===== config.mk =====
export PLATFORM = sky130hd
export DESIGN_NAME = ibr_bridge
export DESIGN_NICKNAME = d
export VERILOG_FILES = /design/src/rtl/ibr_pkg.sv /design/src/rtl/ibr_dev_master.sv /design/src/rtl/ibr_host_window.sv /design/src/rtl/ibr_bridge.sv
export SDC_FILE = /design/constraint.sdc
export NUM_CORES = 1
export LEC_CHECK = 0
export BUFFER_PORTS_ARGS = -buffer_cell sky130_fd_sc_hd__buf_4
export CAP_MARGIN = 0
export CORE_UTILIZATION = 45
export CTS_CLUSTER_SIZE = 24
export DETAILED_ROUTE_END_ITERATION = 8
export GPL_TIMING_DRIVEN = 0
export HOLD_SLACK_MARGIN = 0.12
export PLACE_DENSITY = 0.88
export SLEW_MARGIN = 15
export SYNTH_ARGS = -nofsm -noshare
export SYNTH_HDL_FRONTEND = slang
export SYNTH_SLANG_ARGS = --single-unit

===== constraint.sdc =====
create_clock -name clk_i -period 1.8 [get_ports clk_i]
set_input_delay 0.18 -clock clk_i [delete_from_list [all_inputs] [get_ports clk_i]]
set_output_delay 0.18 -clock clk_i [all_outputs]
set_load 0.005 [all_outputs]

===== src/rtl/ibr_pkg.sv =====
package ibr_pkg;
  localparam int OFF_HI   = 'h00;
  localparam int OFF_LO   = 'h04;
  localparam int OFF_CMD  = 'h08;
  localparam int OFF_CLR  = 'h18;
  localparam int OFF_STAT = 'h1C;
  localparam int OFF_IRQ  = 'h20;
  localparam int CMD_WR_BIT = 31;

  typedef enum logic {DEV_IDLE, DEV_BUSY} dev_st_e;

  function automatic logic [31:0] bswap32(logic [31:0] w);
    return {w[7:0], w[15:8], w[23:16], w[31:24]};
  endfunction
endpackage


===== src/rtl/ibr_dev_master.sv =====
module ibr_dev_master #(
  parameter int DEV_AW = 8
) (
  input  logic              clk_i,
  input  logic              rst_ni,
  input  logic              launch_i,
  input  logic              launch_wr_i,
  input  logic [DEV_AW-1:0] launch_addr_i,
  input  logic [63:0]       launch_data_i,
  output logic              busy_o,
  output logic              done_o,
  output logic              done_err_o,
  output logic              done_rd_o,
  output logic [63:0]       done_data_o,
  output logic              dev_valid_o,
  output logic              dev_write_o,
  output logic [DEV_AW-1:0] dev_addr_o,
  output logic [63:0]       dev_wdata_o,
  input  logic              dev_ready_i,
  input  logic [63:0]       dev_rdata_i,
  input  logic              dev_err_i
);
  import ibr_pkg::*;

  dev_st_e           st_q;
  logic              wr_q;
  logic [DEV_AW-1:0] addr_q;
  logic [63:0]       data_q;

  always_ff @(posedge clk_i or negedge rst_ni) begin
    if (!rst_ni) begin
      st_q   <= DEV_IDLE;
      wr_q   <= 1'b0;
      addr_q <= '0;
      data_q <= '0;
    end else if (st_q == DEV_IDLE) begin
      if (launch_i) begin
        st_q   <= DEV_BUSY;
        wr_q   <= launch_wr_i;
        addr_q <= launch_addr_i;
        data_q <= launch_data_i;
      end
    end else if (dev_ready_i) begin
      st_q <= DEV_IDLE;
    end
  end

  assign busy_o      = (st_q == DEV_BUSY);
  assign dev_valid_o = busy_o;
  assign dev_write_o = wr_q;
  assign dev_addr_o  = addr_q;
  assign dev_wdata_o = data_q;
  assign done_o      = busy_o && dev_ready_i;
  assign done_err_o  = dev_err_i;
  assign done_rd_o   = !wr_q;
  assign done_data_o = dev_rdata_i;
endmodule


===== src/rtl/ibr_host_window.sv =====
module ibr_host_window #(
  parameter int HOST_AW = 6,
  parameter int DEV_AW  = 8
) (
  input  logic               clk_i,
  input  logic               rst_ni,
  input  logic               host_valid_i,
  input  logic               host_write_i,
  input  logic [HOST_AW-1:0] host_addr_i,
  input  logic [31:0]        host_wdata_i,
  output logic               host_ready_o,
  output logic [31:0]        host_rdata_o,
  input  logic               busy_i,
  input  logic               done_i,
  input  logic               done_err_i,
  input  logic               done_rd_i,
  input  logic [63:0]        done_data_i,
  output logic               launch_o,
  output logic               launch_wr_o,
  output logic [DEV_AW-1:0]  launch_addr_o,
  output logic [63:0]        launch_data_o,
  output logic               err_o
);
  import ibr_pkg::*;

  logic [31:0] hi_q, lo_q;
  logic        err_q;
  logic [31:0] wval;
  logic        acc, sel_hi, sel_lo, sel_cmd, sel_clr, sel_stat;
  logic        cmd_wr, addr_bad, busy_hit;

  assign wval     = bswap32(host_wdata_i);
  assign sel_hi   = host_addr_i == HOST_AW'(OFF_HI);
  assign sel_lo   = host_addr_i == HOST_AW'(OFF_LO);
  assign sel_cmd  = host_addr_i == HOST_AW'(OFF_CMD);
  assign sel_clr  = host_addr_i == HOST_AW'(OFF_CLR);
  assign sel_stat = host_addr_i == HOST_AW'(OFF_STAT);

  // command writes pass during a transfer so they can be flagged
  assign host_ready_o = !busy_i || (host_write_i && sel_cmd);
  assign acc          = host_valid_i && host_ready_o;
  assign cmd_wr       = acc && host_write_i && sel_cmd;
  assign addr_bad     = |wval[30:DEV_AW];
  assign busy_hit     = cmd_wr && busy_i;

  assign launch_o      = cmd_wr && !busy_i && !addr_bad;
  assign launch_wr_o   = wval[CMD_WR_BIT];
  assign launch_addr_o = wval[DEV_AW-1:0];
  assign launch_data_o = {hi_q, lo_q};

  always_ff @(posedge clk_i or negedge rst_ni) begin
    if (!rst_ni) begin
      hi_q  <= '0;
      lo_q  <= '0;
      err_q <= 1'b0;
    end else begin
      if (done_i && !done_err_i && done_rd_i) begin
        hi_q <= done_data_i[63:32];
        lo_q <= done_data_i[31:0];
      end else if (acc && host_write_i && sel_hi) begin
        hi_q <= wval;
      end else if (acc && host_write_i && sel_lo) begin
        lo_q <= wval;
      end
      if (busy_hit || (cmd_wr && addr_bad) || (done_i && done_err_i))
        err_q <= 1'b1;
      else if (acc && host_write_i && sel_clr)
        err_q <= 1'b0;
    end
  end

  always_comb begin
    logic [31:0] v;
    v = '0;
    if (sel_hi)        v = hi_q;
    else if (sel_lo)   v = lo_q;
    else if (sel_stat) v = {err_q, 31'b0};
    host_rdata_o = bswap32(v);
  end

  assign err_o = err_q;
endmodule


===== src/rtl/ibr_bridge.sv =====
module ibr_bridge #(
  parameter int HOST_AW = 6,
  parameter int DEV_AW  = 8
) (
  input  logic               clk_i,
  input  logic               rst_ni,
  input  logic               host_valid_i,
  input  logic               host_write_i,
  input  logic [HOST_AW-1:0] host_addr_i,
  input  logic [31:0]        host_wdata_i,
  output logic               host_ready_o,
  output logic [31:0]        host_rdata_o,
  output logic               dev_valid_o,
  output logic               dev_write_o,
  output logic [DEV_AW-1:0]  dev_addr_o,
  output logic [63:0]        dev_wdata_o,
  input  logic               dev_ready_i,
  input  logic [63:0]        dev_rdata_i,
  input  logic               dev_err_i
);
  logic              busy_w, done_w, done_err_w, done_rd_w, err_w;
  logic [63:0]       done_data_w, launch_data_w;
  logic              launch_w, launch_wr_w;
  logic [DEV_AW-1:0] launch_addr_w;

  ibr_host_window #(.HOST_AW(HOST_AW), .DEV_AW(DEV_AW)) u_win (
    .clk_i, .rst_ni,
    .host_valid_i, .host_write_i, .host_addr_i, .host_wdata_i,
    .host_ready_o, .host_rdata_o,
    .busy_i(busy_w), .done_i(done_w), .done_err_i(done_err_w),
    .done_rd_i(done_rd_w), .done_data_i(done_data_w),
    .launch_o(launch_w), .launch_wr_o(launch_wr_w),
    .launch_addr_o(launch_addr_w), .launch_data_o(launch_data_w),
    .err_o(err_w)
  );

  ibr_dev_master #(.DEV_AW(DEV_AW)) u_dev (
    .clk_i, .rst_ni,
    .launch_i(launch_w), .launch_wr_i(launch_wr_w),
    .launch_addr_i(launch_addr_w), .launch_data_i(launch_data_w),
    .busy_o(busy_w), .done_o(done_w), .done_err_o(done_err_w),
    .done_rd_o(done_rd_w), .done_data_o(done_data_w),
    .dev_valid_o, .dev_write_o, .dev_addr_o, .dev_wdata_o,
    .dev_ready_i, .dev_rdata_i, .dev_err_i
  );
endmodule


==> results.toml <==
[status]
status = "finished, violations left"
failed_checks = "negative setup slack"

[timing]
hold_violations = 0
finalSetupTns_ps = -29650
fin_worst_skew_ps = 7.876
setup_violations = 141
post-route-worst-setup-slack_ps = -332.7
fmax_ghz = 0.4689
max_slew_margin_pct = 65.63
worstMarginPinSlew_ps = 513.7
slew_violations = 0
rsz0062_at_grt = "yes"
fin_crit_sh_pct = 118.5
min_period_ps = 2133

[die]
die_w_um = 117.1
design.core.area_sq_mm = 0.01277
rows = 41
die_y_um = 117.1
initial_core_util_pct = 46.66
die-area_sq_mm = 0.01371
ioPinCount = 215

[setup_path]
cp-start-kind = "flop"
crit_buf_inv = 2
cp_max_fo = 10
cp_common_cell = "buf_6"
reg2reg_slack_ps = -330
rr_worst_depth = 6
cp.arrival_ps = 2430
setup.worst_path.end_class = "flop"
cp_top_family = "simple AND/OR/NAND/NOR gates"
cpMaxStageDelayCell = "dfrtp_2"
cpPeakStageDelay_ps = 470
worstSetupPathType = "reg2reg"
crit_chain = "nor4_4, nand4_1, nor3_2, buf_6, buf_6, mux2_2"
reg2reg_from = "u_dev.busy_o"
timing.rr.end = "u_dev.dev_wdata_o[6]"
crit_required_ps = 2090

[clock_network]
cts_tree = "yes"
clock_latency_ps = 420
path_clk_slew_ps = 60
cts_buffers = 17
cts_root_buf = "clkbuf_16"
clkSinkCount = 139
clockBufferDepth = 2
htreeDepth = 4

[cells_and_area]
final_cell_mix = "227 x buf_4, 138 x dfrtp_1, 124 x nor2_1, 98 x dlygate4sd3_1, 50 x mux2_2"
nNetsFinal = 982
syn_to_final_growth_pct = 73.68
drive_gt1_share_pct = 49.10
nFillCells = 643
finalCoreUtilization_pct = 81.05
seq_area_sq_mm = 0.003480
multiInputGateArea_sq_mm = 0.002744
final_common_cell = "buf_4"

[hold_path]
holdPathStages = 3
hp-class = "in2reg"
min_to = "u_win.hi_q[30]"
hold_path.startpoint = "host_wdata_i[6]"

[place]
port_buffers = 213
gp_congestion = 0.8489
dpl.hpwl_um = 13170

[yosys]
synth_largest_area_cell = "dfrtp_1"
synth_area_leaders = "dfrtp_1 58%, mux2_2 9.4%, nor2_1 8.2%"
ys_ff_latch = 139
synth.top_cell.area_share_pct = 58.35
post_synth_num_cell_types = 27
synth.net_count = 615
mappedNetlistArea_sq_mm = 0.005961
yosysSeqAreaShare_pct = 58.35
synth_warnings = 0
syn_avg_cell_area_sq_um = 11.76
synthCells = 507

[global_route]
grt_pass1_vias = 6294
antenna_found_initial = 0
grt_pass1_wl_um = 33230
gr-total-overflow = 0
grt_use_total_pct = 33.39
grt_start_max_net_pins = 87

[route]
remaining_drc_errors = 0
drtIter0Drc = 605
viasPerCell = 5.907
antenna_left = 0
routedWlPerCell_um = 23.69
first_pass_iters = 5
wl_um = 25040
via_count = 6244

[pwr]
p_leak_uw = 0.005171
power.density_mw_per_mm2 = 736.6
worst_ir_drop_vdd_v = 0.0006927
total_power_uw = 7626

[job]
cap_violations = 0
per-layer routing:
metal | part of all wire, % | track usage, % | vias up
li1 | - | - | 2571
met4 | 5.6 | 21.27 | 0
met3 | 8.5 | 8.187 | 123
met5 | 0 | 0 | -
met2 | 51 | 56.84 | 449
met1 | 35 | 37.77 | 3101
area by class of cell:
class | instances | share of cell area, %
Multi-Input combinational cell | 331 | 26.50
Tap cell | 172 | 2.079
Clock inverter | 1 | 0.04834
Clock buffer | 28 | 5.185
Sequential cell | 139 | 33.61
Timing Repair Buffer | 350 | 29.14
Inverter | 3 | 0.1088
Antenna cell | 1 | 0.02417
Buffer | 32 | 3.300
state kept, by name (all words and copies together) (netlist names):
signal,flops
u_dev.dev_wdata_o,64
u_win.err_o,1
u_win.hi_q,32
u_dev.dev_write_o,1
u_dev.busy_o,1
u_win.lo_q,32
u_dev.dev_addr_o,8
cells by family after synthesis:
kind of cell,after synthesis,synth area share [%]
simple gates,157,11.06
flops,139,58.35
compound gates,101,12.72
mux,73,13.79
buf+inv,37,4.072
Yosys cell counts (all sizes together):
| cell | count |
|---|---|
| a21o | 1 |
| a22o | 31 |
| a32o | 1 |
| a32oi | 1 |
| and3b | 1 |
| buf | 21 |
| clkbuf | 13 |
| dfrtp | 139 |
| inv | 3 |
| mux2 | 73 |
| nand2 | 4 |
| nand3 | 2 |
| nand3b | 1 |
| nand4 | 5 |
| nand4bb | 1 |
| nor2 | 130 |
| nor2b | 1 |
| nor3 | 4 |
| nor4 | 7 |
| o21ai | 1 |
| o22ai | 64 |
| o41ai | 2 |
| or4 | 1 |
power by group:
group,switching [uW],internal [uW]
clock network,1270,2000
logic,411,442
registers,180,3320
total,1860,5760
worst min-delay path, stage by stage:
cell and delay, ps:
buf_4 120, o22ai_2 60, nor2_1 90
how the worst max path moves through the flow:
stage	start	slack (ps)	end	cells after the start
3_3_place_gp	u_dev.busy_o	-710	u_dev.dev_wdata_o[34]	6
2_1_floorplan	u_dev.busy_o	40	u_dev.dev_wdata_o[30]	6
5_1_grt	u_dev.busy_o	-380	u_dev.dev_wdata_o[6]	6
3_5_place_dp	u_dev.busy_o	-730	u_dev.dev_wdata_o[35]	6
4_1_cts	u_dev.busy_o	-240	u_dev.dev_wdata_o[14]	6
6_report	u_dev.busy_o	-330	u_dev.dev_wdata_o[6]	6
per-stage QoR:
step                instances  setup WS, ps  cell area (sq um)  hold WS (ps)
floorplan                 507         36.11               5969        -115.6
global placement          892        -709.2               7784         426.5
detailed placement        893        -735.0               7815         168.8
CTS                      1036        -236.3               9635         56.89
global route             1056        -376.4              10350         107.0
finish                   1057        -332.7              10350         86.15
what timing repair did:
action,4_1_cts,5_1_grt
setup buffers,14,15
setup endpoints to repair,167,163
hold buffers,97,1
resized for setup,53,128
pin swaps,36,19
endpoints found under the hold margin,128,4
gates cloned,3,6
Power figures use the tool's default switching activity.
